--- src/rtl/bitstream_power_meter.sv ---
module bitstream_power_meter #(
  parameter int PAGE_BITS = 1024,
  parameter int CODE_W    = 5,
  parameter int SAT_COUNT = 512
) (
  input  logic              clk,
  input  logic              rst_n,
  input  logic              enc_bit,
  input  logic              bit_valid,
  output logic [CODE_W-1:0] power_code,
  output logic              page_ready
);
  localparam int PCNT_W = $clog2(PAGE_BITS);
  localparam int CCNT_W = $clog2(SAT_COUNT) + 1;
  localparam int CODE_MAX = (1 << CODE_W) - 1;

  logic [PCNT_W-1:0] bit_idx;
  logic [CCNT_W-1:0] evt_cnt;
  logic [1:0]        hist;
  logic [1:0]        fill;

  wire hit  = bit_valid && (fill == 2'd2) && (enc_bit == hist[0]) && (enc_bit == hist[1]);
  wire last = bit_valid && (bit_idx == PCNT_W'(PAGE_BITS - 1));
  wire [CCNT_W-1:0] cnt_next = (hit && evt_cnt != CCNT_W'(SAT_COUNT)) ? evt_cnt + 1'b1 : evt_cnt;

  function automatic logic [CODE_W-1:0] quasi_log(input logic [CCNT_W-1:0] c);
    int m;
    int code;
    m = 0;
    for (int i = 0; i < CCNT_W; i++)
      if (c[i]) m = i;
    if (c >= CCNT_W'(SAT_COUNT)) code = CODE_MAX;
    else if (m < 2)              code = int'(c);
    else                         code = 4 * (m - 1) + int'((c >> (m - 2)) & CCNT_W'(3));
    if (code > CODE_MAX) code = CODE_MAX;
    return CODE_W'(code);
  endfunction

  always_ff @(posedge clk or negedge rst_n) begin
    if (!rst_n) begin
      bit_idx    <= '0;
      evt_cnt    <= '0;
      hist       <= '0;
      fill       <= '0;
      power_code <= '0;
      page_ready <= 1'b0;
    end else begin
      page_ready <= last;
      if (bit_valid) begin
        hist <= {hist[0], enc_bit};
        if (fill != 2'd2) fill <= fill + 1'b1;
        if (last) begin
          bit_idx    <= '0;
          evt_cnt    <= '0;
          power_code <= quasi_log(cnt_next);
        end else begin
          bit_idx <= bit_idx + 1'b1;
          evt_cnt <= cnt_next;
        end
      end
    end
  end

  assert_ready_single_R3: assert property (@(posedge clk) disable iff (!rst_n)
    page_ready |=> !page_ready);
  assert_ready_after_bit_R3: assert property (@(posedge clk) disable iff (!rst_n)
    page_ready |-> $past(bit_valid));
  assert_code_hold_R4: assert property (@(posedge clk) disable iff (!rst_n)
    !page_ready |-> $stable(power_code));
  assert_idle_hold_R2: assert property (@(posedge clk) disable iff (!rst_n)
    !bit_valid |=> ($stable(bit_idx) && $stable(hist) && $stable(evt_cnt)));
  assert_count_cap_R7: assert property (@(posedge clk) disable iff (!rst_n)
    evt_cnt <= CCNT_W'(SAT_COUNT));
endmodule

--- config.mk ---
export PLATFORM = sky130hd
export DESIGN_NAME = bitstream_power_meter
export DESIGN_NICKNAME = d
export VERILOG_FILES = /design/src/rtl/bitstream_power_meter.sv
export SDC_FILE = /design/constraint.sdc
export NUM_CORES = 1
export LEC_CHECK = 0
export BUFFER_PORTS_ARGS = -buffer_cell sky130_fd_sc_hd__buf_2
export CAP_MARGIN = 20
export CORE_UTILIZATION = 62
export CTS_CLUSTER_SIZE = 20
export DETAILED_ROUTE_END_ITERATION = 7
export PLACE_DENSITY = 0.81
export SLEW_MARGIN = 25
export SYNTH_ARGS = -nofsm -noshare
export SYNTH_HDL_FRONTEND = slang
export SYNTH_SLANG_ARGS = --single-unit
--- constraint.sdc ---
create_clock -name clk -period 4.7 [get_ports clk]
set_input_delay 0.47 -clock clk [delete_from_list [all_inputs] [get_ports clk]]
set_output_delay 0.47 -clock clk [all_outputs]
set_load 0.02 [all_outputs]
== Word-level counts from Yosys, hierarchy flattened ==
Cells that the tools add are included.
Widths: inputs -> output; s select.

* Register bits after elaboration: 30
* Input port bits: 4
* Output and inout bits: 6

* Add/subtract/negate cells: 6
* Order comparisons: 3
* Eq/ne operators: 6
* Shift operators: 1
* Muxes and demuxes: 19
* Reductions and logical operators: 7

{| class="wikitable"
|+ Operators by type and width
! cell !! number
|-
| $mux 32 || 14
|-
| $add 32x3->32 || 1
|-
| $gt 32x6->1 const B || 1
|-
| $lt 32x3->1 const B || 1
|-
| $shr 10x32->2 || 1
|-
| $sub 32x3->32 const B || 1
|-
| $mux 10 || 3
|-
| $sub 30x2->30 const B || 1
|-
| $add 10x1->10 const B || 2
|-
| $eq 10x10->1 const B || 1
|-
| $ge 10x10->1 const B || 1
|-
| $ne 10x10->1 const B || 1
|-
| $logic_and 1x1->1 || 5
|-
| $mux 5 || 1
|-
| $reduce_and 2->1 || 2
|-
| $add 2x1->2 const B || 1
|-
| $eq 1x1->1 || 2
|-
| $eq 2x2->1 const B || 1
|-
| $ne 2x2->1 const B || 1
|-
| $mux 1 || 1
|}

== Logic depth before layout (Yosys ltp) ==
Gate-level depths: netlist of the first run.

* Word-level depth: 26
* Depth in mapped cells: 19
* Depth with buffers taken out: 19

== Worst setup path before layout of the first run ==
Ideal clock, no wire load.

* Kind: input-to-reg
* Start point: input port enc_bit
* End point: register power_code[4]
* Data arrival time: 4030 ps
* Required time: 4579 ps
* Path slack: 549 ps
* Cell stages on the path: 17
* Buffers on the path: 2
* Path through: or3_1 > buf_6 > a211oi_2 > mux2i_1 > nor2_1 > a21o_4 > ha_1 > ha_1 > inv_1 > ha_1 > xnor2_1 > clkbuf_1 > nor2_1 > o21ai_1 > a32o_1 > nand3_2 > o22a_1

* Cells in the longest elaborated chain, start to end: 25

{| class="wikitable"
|+ RTL lines
! item !! RTL line !! text
|-
| start, declared || 8 || <nowiki>input logic enc_bit,</nowiki>
|-
| $eq 1x1->1 || 22 || <nowiki>wire hit = bit_valid && (fill == 2'd2) && (enc_bit == hist[0]) && (enc_bit == hist[1]);</nowiki>
|-
| $logic_and 1x1->1 || 22 ||
|-
| $logic_and 1x1->1 (*) || 22 ||
|-
| $logic_and 1x1->1 (*) || 24 || <nowiki>wire [CCNT_W-1:0] cnt_next = (hit && evt_cnt != CCNT_W'(SAT_COUNT)) ? evt_cnt + 1'b1 : evt_cnt;</nowiki>
|-
| $mux 10 (*) || 24 ||
|-
| $mux 1 || 31 || <nowiki>if (c[i]) m = i;</nowiki>
|-
| $mux 32 (8 in series) || 31 ||
|-
| $mux 32 || 52 || <nowiki>if (last) begin</nowiki>
|-
| [2 not listed] || -- ||
|-
| $shr 10x32->2 || 34 || <nowiki>else code = 4 * (m - 1) + int'((c >> (m - 2)) & CCNT_W'(3));</nowiki>
|-
| $add 32x3->32 || 34 ||
|-
| $mux 32 || 33 || <nowiki>else if (m < 2) code = int'(c);</nowiki>
|-
| $mux 32 (*) || 32 || <nowiki>if (c >= CCNT_W'(SAT_COUNT)) code = CODE_MAX;</nowiki>
|-
| $mux 32 (*) || 52 ||
|-
| $mux 32 (*) || 49 || <nowiki>if (bit_valid) begin</nowiki>
|-
| $gt 32x6->1 || 35 || <nowiki>if (code > CODE_MAX) code = CODE_MAX;</nowiki>
|-
| $mux 5 (*) || 35 ||
|-
| end signal, assigned || 55 || <nowiki>power_code <= quasi_log(cnt_next);</nowiki>
|-
| end, declared || 10 || <nowiki>output logic [CODE_W-1:0] power_code,</nowiki>
|}

Every way passes the cells marked *; elsewhere a longest branch is shown, timed or not. The select of a mux whose other input is x is not followed.
A chain may end at the register's enable or synchronous reset.

== Worst setup path in the final report of the first run ==
* Start point: register hist[1]
* End point: register power_code[0]

* Cells in the longest elaborated chain, start to end: 24

{| class="wikitable"
|+ RTL lines
! item !! RTL line !! text
|-
| start, declared || 19 || <nowiki>logic [1:0] hist;</nowiki>
|-
| start signal, assigned || 50 || <nowiki>hist <= {hist[0], enc_bit};</nowiki>
|-
| $eq 1x1->1 (*) || 22 ||
|-
| $logic_and 1x1->1 (*) || 22 ||
|-
| $logic_and 1x1->1 (*) || 24 ||
|-
| $mux 10 (*) || 24 ||
|-
| $mux 1 || 31 ||
|-
| $mux 32 (8 in series) || 31 ||
|-
| $mux 32 || 52 ||
|-
| $mux 32 || 49 ||
|-
| $sub 32x3->32 || 34 ||
|-
| $shr 10x32->2 || 34 ||
|-
| $add 32x3->32 || 34 ||
|-
| $mux 32 || 33 ||
|-
| $mux 32 (*) || 32 ||
|-
| $mux 32 (*) || 52 ||
|-
| $mux 32 (*) || 49 ||
|-
| $gt 32x6->1 || 35 ||
|-
| $mux 5 (*) || 35 ||
|}

Marked as above.

==> flow_summary.yaml, run 1 <==
outcome:
  status: "finished, final reports clean"
detailed_routing:
  routedWlPerCell_um: 15.9
  drt-initial-drc-count: 223
  dr.pass1.iters: 4
  vias: 1998
  drc: 0
  viasPerCell: 6.19
  routed_wl_um: 5130
  drtAntennaViolNets: 0
floorplan:
  fp-row-count: 22
  io_pins: 10
  fp.dieW_um: 64.5
  initial_core_util: 0.652
  core_area_sq_um: 3720
  fp.dieH_um: 64.5
  die-area_sq_um: 4160
sta:
  fmax_ghz: 0.229
  slew_violations: 0
  min_period_ns: 4.37
  setup_ws_ns: 0.326
  setup_viol: 0
  hold_ws_ns: 0.201
  final_hold_viol_count: 0
  tightest_slew_ns: 0.912
  fin_crit_sh: 0.931
  rsz0062_at_grt: "false"
  fin_tns_setup_ns: 0
  clock_skew_ns: 0.0132
  relSlewSlack: 0.392
run:
  maxCapViolCount: 0
synth:
  synthCells: 270
  async_reset_ff_frac: 1.00
  syn_area_sq_um: 2420
  ys_seq_elements: 30
  ys.flop_type: "dfrtp_1"
  syn-num-nets: 283
  yosysWarnings: 0
  synth_edf_count: 0
  ys_seq_area_frac: 0.310
  synthDistinctLibCells: 64
  syn_avg_cell_area_sq_um: 8.98
clocking:
  clk_latency_ns: 0.29
  cts_tree: "built"
  hold_buffers: 0
  numCtsBuffers: 5
  cts_root_buf: "clkbuf_8"
  ctsHtreeMaxLevel: 2
  cts_resized: 0
  cts_sinks: 30
  clock_path_buffers: 2
  post-cts-setup-buffer-count: 0
  cts.clk_slew.worst_paths_ns: 0.07
power_and_ir_drop:
  peakVddDrop_mv: 0.340
  p_leak_nw: 1.09
  power_density_nw_per_um2: 400
  power_w: 0.00103
worst_setup_path:
  path_max_fanout: 13
  reg2reg_from: "hist[1]$_DFFE_PN0P_"
  worstSetupPathType: "register to register"
  startpoint_type: "register"
  r2r_cells: 16
  end_kind: "register"
  cp-startpoint: "hist[1]$_DFFE_PN0P_"
  r2r-end: "power_code[0]$_DFFE_PN0P_"
  r2r_slack_ns: 0.33
  cp_data_required_time_ns: 4.91
  worst_ep_arrival_time_ns: 4.59
worst_hold_path:
  hold_class: "input port to asynchronous set/reset pin"
grt:
  antenna_found_initial: 0
  grt_max_degree: 31
  grt-ovfl-total: 0
  grt_pass1_vias: 1810
  groute.usage.overall: 0.273
  grt_pass1_wl_um: 8610
placed_design:
  pre_cts_slack_ns: 0.224
  port_buffers: 9
  dp_hpwl_um: 3800
  place_congestion: 1.01
  placed_cells: 315
cells_and_area:
  antenna_cells: 0
  nFillCells: 283
  final_cells: 323
  area_growth_pct: 6.30
  fin_nets: 287
  drive_gt1_frac: 0.171
-- worst max-delay path by stage --
stage / cells after the start / slack (ns) / end
3_3_place_gp: 17 / 0.31 / power_code[0]$_DFFE_PN0P_
5_1_grt: 17 / 0.05 / power_code[1]$_DFFE_PN0P_
2_1_floorplan: 17 / 0.55 / power_code[4]$_DFFE_PN0P_
4_1_cts: 16 / 0.36 / power_code[0]$_DFFE_PN0P_
6_report: 16 / 0.33 / power_code[0]$_DFFE_PN0P_
3_5_place_dp: 17 / 0.22 / power_code[0]$_DFFE_PN0P_
-- critical path, stage by stage, from the launching register on --
cell and delay [ns]:
dfrtp_1 0.39, or3_1 0.64, a211oi_2 0.38, mux2i_1 0.48, nor2_1 0.13, a21o_4 0.27, ha_1 0.20, ha_1 0.23
inv_1 0.07, ha_1 0.26, xnor2_1 0.14, buf_4 0.18, or2_2 0.31, nand3_1 0.09, a211oi_1 0.06, a211o_1 0.30
a31oi_1 0.15
-- area by class of cell --
type | instances | area (sq um) | area share
Inverter | 14 | 52.6 | 0.0204
Clock inverter | 1 | 30.0 | 0.0117
Multi-Input combinational cell | 209 | 1520 | 0.592
Sequential cell | 30 | 751 | 0.291
Clock buffer | 7 | 76.3 | 0.0296
Timing Repair Buffer | 14 | 82.6 | 0.0321
Tap cell | 48 | 60.1 | 0.0233
-- registers in the layout, summed over array words and instances, names as in the netlist --
name,flops
evt_cnt,10
power_code,5
hist,2
fill,2
page_ready,1
bit_idx,10
-- per-stage QoR --
stage,util,cell area (sq um)
after detailed placement,0.665,2470
final,0.693,2580
after CTS,0.693,2580
after global routing,0.693,2580
after floorplan,-,2420
after global placement,0.665,2470
-- per-layer routing --
metal / global-route usage / wire, um / vias up
li1: - / - / 979
met1: 0.392 / 2460 / 953
met2: 0.404 / 2310 / 54
met3: 0.0528 / 244 / 12
met4: 0.103 / 114 / 0
met5: 0 / 0 / -
-- where the power goes --
group	leakage [nW]	switching [W]	total, W	internal (W)
Combinational	0.645	0.000248	0.000423	0.000175
Sequential	0.394	0.0000398	0.000345	0.000305
Clock	0.0524	0.000102	0.000261	0.000158
Total	1.09	0.000390	0.00103	0.000639
-- placed cells by master, fill, tap and decap left out, types with 5 or more instances in the layout --
cell type,n
a21oi_1,15
a31oi_1,5
and3_1,9
buf_2,9
buf_4,5
clkbuf_8,5
dfrtp_1,30
ha_1,9
inv_1,14
nand2_1,21
nand3_1,7
nand4_1,10
nor2_1,32
o21ai_0,7
xnor2_1,14
xor2_1,7
-- synth_stat cells, drive strengths merged (5+ instances only) --
library cell / count / share of area
nor2: 32 / 0.050
dfrtp: 30 / 0.31
nand2: 21 / 0.033
a21oi: 15 / 0.031
inv: 14 / 0.022
xnor2: 14 / 0.051
nand3: 11 / 0.037
and3: 10 / 0.026
clkbuf: 10 / 0.016
nand4: 10 / 0.026
o21ai: 10 / 0.022
ha: 9 / 0.046
buf: 7 / 0.024
xor2: 7 / 0.025
a211oi: 6 / 0.036
mux2: 6 / 0.031
a31oi: 5 / 0.013
-- logic make-up after synthesis --
logic type               after synthesis  synth area share
AO/OA/AOI/OAI                         70             0.249
XOR/XNOR                              21            0.0759
adder cells (fa/ha/maj)                9            0.0465
buffers and inverters                 31            0.0614
flip-flops                            30             0.310
multiplexers                           7            0.0351
AND/OR/NAND/NOR                      102             0.223
Note: power is estimated with default switching activity, not from simulation.
==> inputs of run 2 (changes only) <==
BUFFER_PORTS_ARGS = unset   (was -buffer_cell sky130_fd_sc_hd__buf_2)
CORE_UTILIZATION = 64   (was 62)
DONT_BUFFER_PORTS = 1   (was unset)
==> run 2 against run 1 <==
Total power is 4.7% lower. Count of clock-buffer cells in the layout fell by 1. Non-clock buffer count fell by 8. Cell count is 3.1% lower. Critical path depth down 1. Worst hold slack worse by 0.19 ns. Highest routed layer unchanged. Cell area is 1.4% lower.
==> flow_summary.yaml, run 2 (synthesized netlist as in run 1, its figures left out) <==
floorplan:
  fp-row-count: 21
  initial_core_util: 0.699
  die-area_sq_um: 4040
  fp.dieW_um: 63.5
  core_area_sq_um: 3470
  fp.dieH_um: 63.5
  io_pins: 10
sta:
  setup_viol: 0
  hold_ws_ns: 0.00812
  final_hold_viol_count: 0
  relSlewSlack: 0.414
  clock_skew_ns: 0.00692
  setup_ws_ns: 0.273
  slew_violations: 0
  fin_tns_setup_ns: 0
  tightest_slew_ns: 0.879
  fmax_ghz: 0.226
  rsz0062_at_grt: "false"
  min_period_ns: 4.43
  fin_crit_sh: 0.942
clocking:
  clk_latency_ns: 0.28
  cts_root_buf: "clkbuf_8"
  clock_path_buffers: 2
  post-cts-setup-buffer-count: 0
  numCtsBuffers: 5
  ctsHtreeMaxLevel: 2
  cts.clk_slew.worst_paths_ns: 0.07
  cts_tree: "built"
  cts_sinks: 30
grt:
  grt_pass1_vias: 1982
  grt-ovfl-total: 0
  groute.usage.overall: 0.290
  antenna_found_initial: 0
  grt_max_degree: 31
  grt_pass1_wl_um: 9030
cells_and_area:
  final_cell_mix: "nor2_1, dfrtp_1, nand2_1, a21oi_1"
  final_area_sq_um: 2540
  register_area_sq_um: 751
  fin_nets: 279
  nFillCells: 276
  reg_top3: "bit_idx x10, evt_cnt x10, power_code x5"
  drive_gt1_frac: 0.157
  area_growth_pct: 4.85
  final_util: 0.733
  antenna_cells: 0
  final_common_cell: "nor2_1"
  multi_input_area_sq_um: 1530
worst_setup_path:
  worstSetupPathType: "register to register"
  path_common_cell: "ha_1"
  critPathTopFamily: "compound AO/OA/AOI/OAI gates"
  end_kind: "register"
  path_cells: "or3_1 -> a211oi_4 -> mux2_2 -> o21ai_2 -> a21o_4 -> ha_1 -> ha_1 -> inv_1 -> ha_1 -> xnor2_1 -> or2_2 -> nand3_1 -> a211oi_1 -> a211o_1 -> a31oi_1"
  cpMaxStageDelayCell: "or3_1"
  critPathMaxStageDelay_ns: 0.64
  r2r_cells: 15
  worst_ep_arrival_time_ns: 4.54
  worst-path-stages: 15
  cp_data_required_time_ns: 4.81
  path_max_fanout: 10
  crit_buf_inv: 1
  startpoint_type: "register"
detailed_routing:
  viasPerCell: 6.40
  routedWlPerCell_um: 16.6
  drtAntennaViolNets: 0
  dr.pass1.iters: 4
  vias: 2004
  drc: 0
  routed_wl_um: 5210
  drt-initial-drc-count: 161
run:
  maxCapViolCount: 0
placed_design:
  pre_cts_slack_ns: 0.195
  dp_hpwl_um: 3790
  port_buffers: 0
  place_congestion: 0.936
  place_area_sq_um: 2420
outcome:
  status: "finished, final reports clean"
power_and_ir_drop:
  p_leak_nw: 1.06
  peakVddDrop_mv: 0.325
  power_density_nw_per_um2: 386
worst_hold_path:
  hold_class: "input port to asynchronous set/reset pin"
run 2: changes by cell type in the layout (fill, tap and decap cells not counted):
cell and change:
clkbuf_8 +1, mux2i_1 -1, clkinvlp_4 +1, mux2i_2 +1, clkinv_2 +1, bufinv_16 -1
clkbuf_1 -2, buf_12 +1, buf_2 -9
run 2: final timing paths:
path | from | end | slack (ns)
max in group asynchronous | rst_n | evt_cnt[5]$_DFFE_PN0P_ | 4.53
worst max register to register | hist[1]$_DFFE_PN0P_ | power_code[0]$_DFFE_PN0P_ | 0.27
min in group clk | bit_valid | bit_idx[1]$_DFFE_PN0P_ | 0.30
worst min-delay path | rst_n | fill[1]$_DFFE_PN0P_ | 0.008
worst max-delay path | hist[1]$_DFFE_PN0P_ | power_code[0]$_DFFE_PN0P_ | 0.27
worst min register to register | bit_idx[6]$_DFFE_PN0P_ | bit_idx[6]$_DFFE_PN0P_ | 0.48
run 2: final cells by class:
cell class	instances	area share
repair buffers	6	0.0226
clock inverters	2	0.00492
flip-flops and latches	30	0.295
multi-input cells	209	0.601
well taps	46	0.0226
inverters	14	0.0207
clock buffers	6	0.0325
run 2: repair_timing:
action | CTS | global route
gates resized for setup | 0 | 1
hold buffers | 1 | 0
endpoints found under the setup margin | 0 | 5
hold endpoints to repair | 30 | 0
run 2: power by group:
| group | leakage (nW) | switching (W) | internal, W |
|---|---|---|---|
| clock network | 0.0472 | 0.0000950 | 0.000117 |
| registers | 0.394 | 0.0000418 | 0.000306 |
| logic | 0.615 | 0.000246 | 0.000175 |
run 2: routing by layer:
layer,vias to the layer above,wire [um],GRT usage
met5,-,0,0
met4,0,88,0.125
met3,9,295,0.0453
met2,61,2450,0.449
met1,967,2370,0.400
li1,967,-,-
run 2: stage by stage:
step | instances | power (W)
floorplan | 270 | 0.000678
global placement | 304 | 0.000749
detailed placement | 304 | 0.000759
CTS | 313 | 0.000984
global route | 313 | 0.00105
finish | 313 | 0.000981
run 2: worst reg2reg max path, cell delays in order, from the launching register on:
cell,delay (ns)
dfrtp_1,0.40
or3_1,0.64
a211oi_4,0.40
mux2_2,0.43
o21ai_2,0.17
a21o_4,0.16
ha_1,0.16
ha_1,0.22
inv_1,0.06
ha_1,0.33
xnor2_1,0.43
or2_2,0.22
nand3_1,0.07
a211oi_1,0.30
a211o_1,0.18
a31oi_1,0.09
==> inputs of run 3 (changes only) <==
CELL_PAD_IN_SITES_DETAIL_PLACEMENT = 1   (was unset)
CELL_PAD_IN_SITES_GLOBAL_PLACEMENT = 1   (was unset)
CORE_UTILIZATION = 50   (was 64)
==> run 3 against run 2 <==
Critical path depth rose by 1. Die area up 27%. Clock power up 7%. Cell count rose by 2.9%. Cell area up 1.1%. Worst hold slack gained 0.29 ns. First-iteration DRC count fell by 12%. Total power is 4.2% higher. Sequential cell count stayed put. Critical path type unchanged.
==> flow_summary.yaml, run 3 (synthesized netlist as in run 1, its figures left out) <==
floorplan:
  die-area_sq_um: 5130
  fp.dieH_um: 71.6
  initial_core_util: 0.538
  core_area_sq_um: 4500
  fp.dieW_um: 71.6
  fp-row-count: 24
  io_pins: 10
detailed_routing:
  drt-initial-drc-count: 141
  routedWlPerCell_um: 20.5
  drtAntennaViolNets: 0
  drc: 0
  viasPerCell: 6.42
  routed_wl_um: 6600
  vias: 2068
  dr.pass1.iters: 4
worst_hold_path:
  hold_class: "input port to register"
  hp-start: "bit_valid"
  whs_path_depth: 1
  whs_endpoint: "bit_idx[1]$_DFFE_PN0P_"
worst_setup_path:
  critPathMaxStageDelay_ns: 0.64
  worstSetupPathType: "register to register"
  worst_ep_arrival_time_ns: 4.64
  reg2reg_from: "hist[1]$_DFFE_PN0P_"
  cpMaxStageDelayCell: "or3_1"
  r2r_slack_ns: 0.28
  cp_data_required_time_ns: 4.92
  r2r_cells: 16
  end_kind: "register"
  path_common_cell: "ha_1"
  path_max_fanout: 13
  r2r-end: "power_code[0]$_DFFE_PN0P_"
  startpoint_type: "register"
  path_cells: "or3_1 -> a2111oi_4 -> mux2_4 -> o21ai_2 -> a21o_4 -> ha_1 -> ha_1 -> inv_1 -> ha_1 -> xnor2_1 -> buf_4 -> or2_2 -> nand3_1 -> a211oi_1 -> a211o_1 -> a31oi_1"
grt:
  antenna_found_initial: 0
  grt_pass1_vias: 2161
  grt_pass1_wl_um: 10900
  grt-ovfl-total: 0
  grt_max_degree: 31
  groute.usage.overall: 0.281
clocking:
  cts_sinks: 30
  cts.clk_slew.worst_paths_ns: 0.08
  clock_path_buffers: 2
  clk_latency_ns: 0.29
  cts_tree: "built"
  ctsHtreeMaxLevel: 2
  post-cts-setup-buffer-count: 0
  cts_root_buf: "clkbuf_8"
  numCtsBuffers: 5
cells_and_area:
  final_util: 0.571
  reg_top3: "bit_idx x10, evt_cnt x10, power_code x5"
  area_growth_pct: 6.04
  final_cell_mix: "nor2_1, dfrtp_1, nand2_1, a21oi_1"
  antenna_cells: 0
  fin_nets: 282
  final_common_cell: "nor2_1"
  drive_gt1_frac: 0.159
  nFillCells: 542
outcome:
  status: "finished, final reports clean"
sta:
  fin_crit_sh: 0.939
  setup_viol: 0
  slew_violations: 0
  rsz0062_at_grt: "false"
  hold_ws_ns: 0.295
  relSlewSlack: 0.452
  fmax_ghz: 0.226
  fin_tns_setup_ns: 0
  final_hold_viol_count: 0
  clock_skew_ns: 0.0125
  tightest_slew_ns: 0.820
  min_period_ns: 4.42
  setup_ws_ns: 0.285
power_and_ir_drop:
  p_leak_nw: 1.07
  power_density_nw_per_um2: 398
  peakVddDrop_mv: 0.272
placed_design:
  dp_hpwl_um: 4690
  place_congestion: 0.836
  port_buffers: 0
  pre_cts_slack_ns: 0.221
run:
  maxCapViolCount: 0
## run 3: how the worst max path moves through the flow
stage / startpoint / to / cells past startpoint
2_1_floorplan: enc_bit / power_code[4]$_DFFE_PN0P_ / 17
3_3_place_gp: enc_bit / power_code[0]$_DFFE_PN0P_ / 16
3_5_place_dp: enc_bit / power_code[0]$_DFFE_PN0P_ / 16
4_1_cts: hist[1]$_DFFE_PN0P_ / power_code[0]$_DFFE_PN0P_ / 16
5_1_grt: hist[1]$_DFFE_PN0P_ / power_code[0]$_DFFE_PN0P_ / 16
6_report: hist[1]$_DFFE_PN0P_ / power_code[0]$_DFFE_PN0P_ / 16
## run 3: repair_timing
item / in CTS / in global routing
gates resized for setup: 0 / 1
hold buffers: 2 / 0
setup endpoints to repair: 0 / 2
hold endpoints to repair: 30 / 0
## run 3: per-layer routing
layer | routed length [um] | vias up | GRT usage
met2 | 3240 | 26 | 0.465
met3 | 127 | 12 | 0.0450
li1 | - | 974 | -
met5 | 0 | - | 0
met4 | 132 | 0 | 0.105
met1 | 3100 | 1056 | 0.373
## run 3: critical path: cells and delay by family (launching register included)
family | cells | cell delay (ns)
AOI/OAI and AO/OA | 6 | 1.36
and+or+nand+nor | 3 | 1.06
xor gates and xnor gates | 1 | 0.14
buffers and inverters | 2 | 0.25
DFF | 1 | 0.42
adders and majority gates | 3 | 0.72
muxes | 1 | 0.39
## run 3: per-stage QoR
| step | area, sq um | power (W) | std cells |
|---|---|---|---|
| 6_report | 2570 | 0.00102 | 322 |
| 5_1_grt | 2570 | 0.00109 | 322 |
| 4_1_cts | 2570 | 0.00102 | 322 |
| 3_5_place_dp | 2440 | 0.000782 | 312 |
| 3_3_place_gp | 2440 | 0.000760 | 312 |
| 2_1_floorplan | 2420 | 0.000678 | 270 |
## run 3: layout make-up
| cell class | count | area [sq um] | area share |
|---|---|---|---|
| clock buffers | 7 | 86.3 | 0.0336 |
| clock inverters | 1 | 5.00 | 0.00195 |
| inverters | 14 | 52.6 | 0.0204 |
| multi-input cells | 209 | 1530 | 0.594 |
| flip-flops and latches | 30 | 751 | 0.292 |
| well taps | 52 | 65.1 | 0.0253 |
| repair buffers | 9 | 82.6 | 0.0321 |
## run 3: where the power goes
group / internal, W / switching [W] / leakage, nW
Clock: 0.000118 / 0.000108 / 0.0482
Sequential: 0.000305 / 0.0000435 / 0.394
Combinational: 0.000182 / 0.000265 / 0.629
Total: 0.000606 / 0.000416 / 1.07
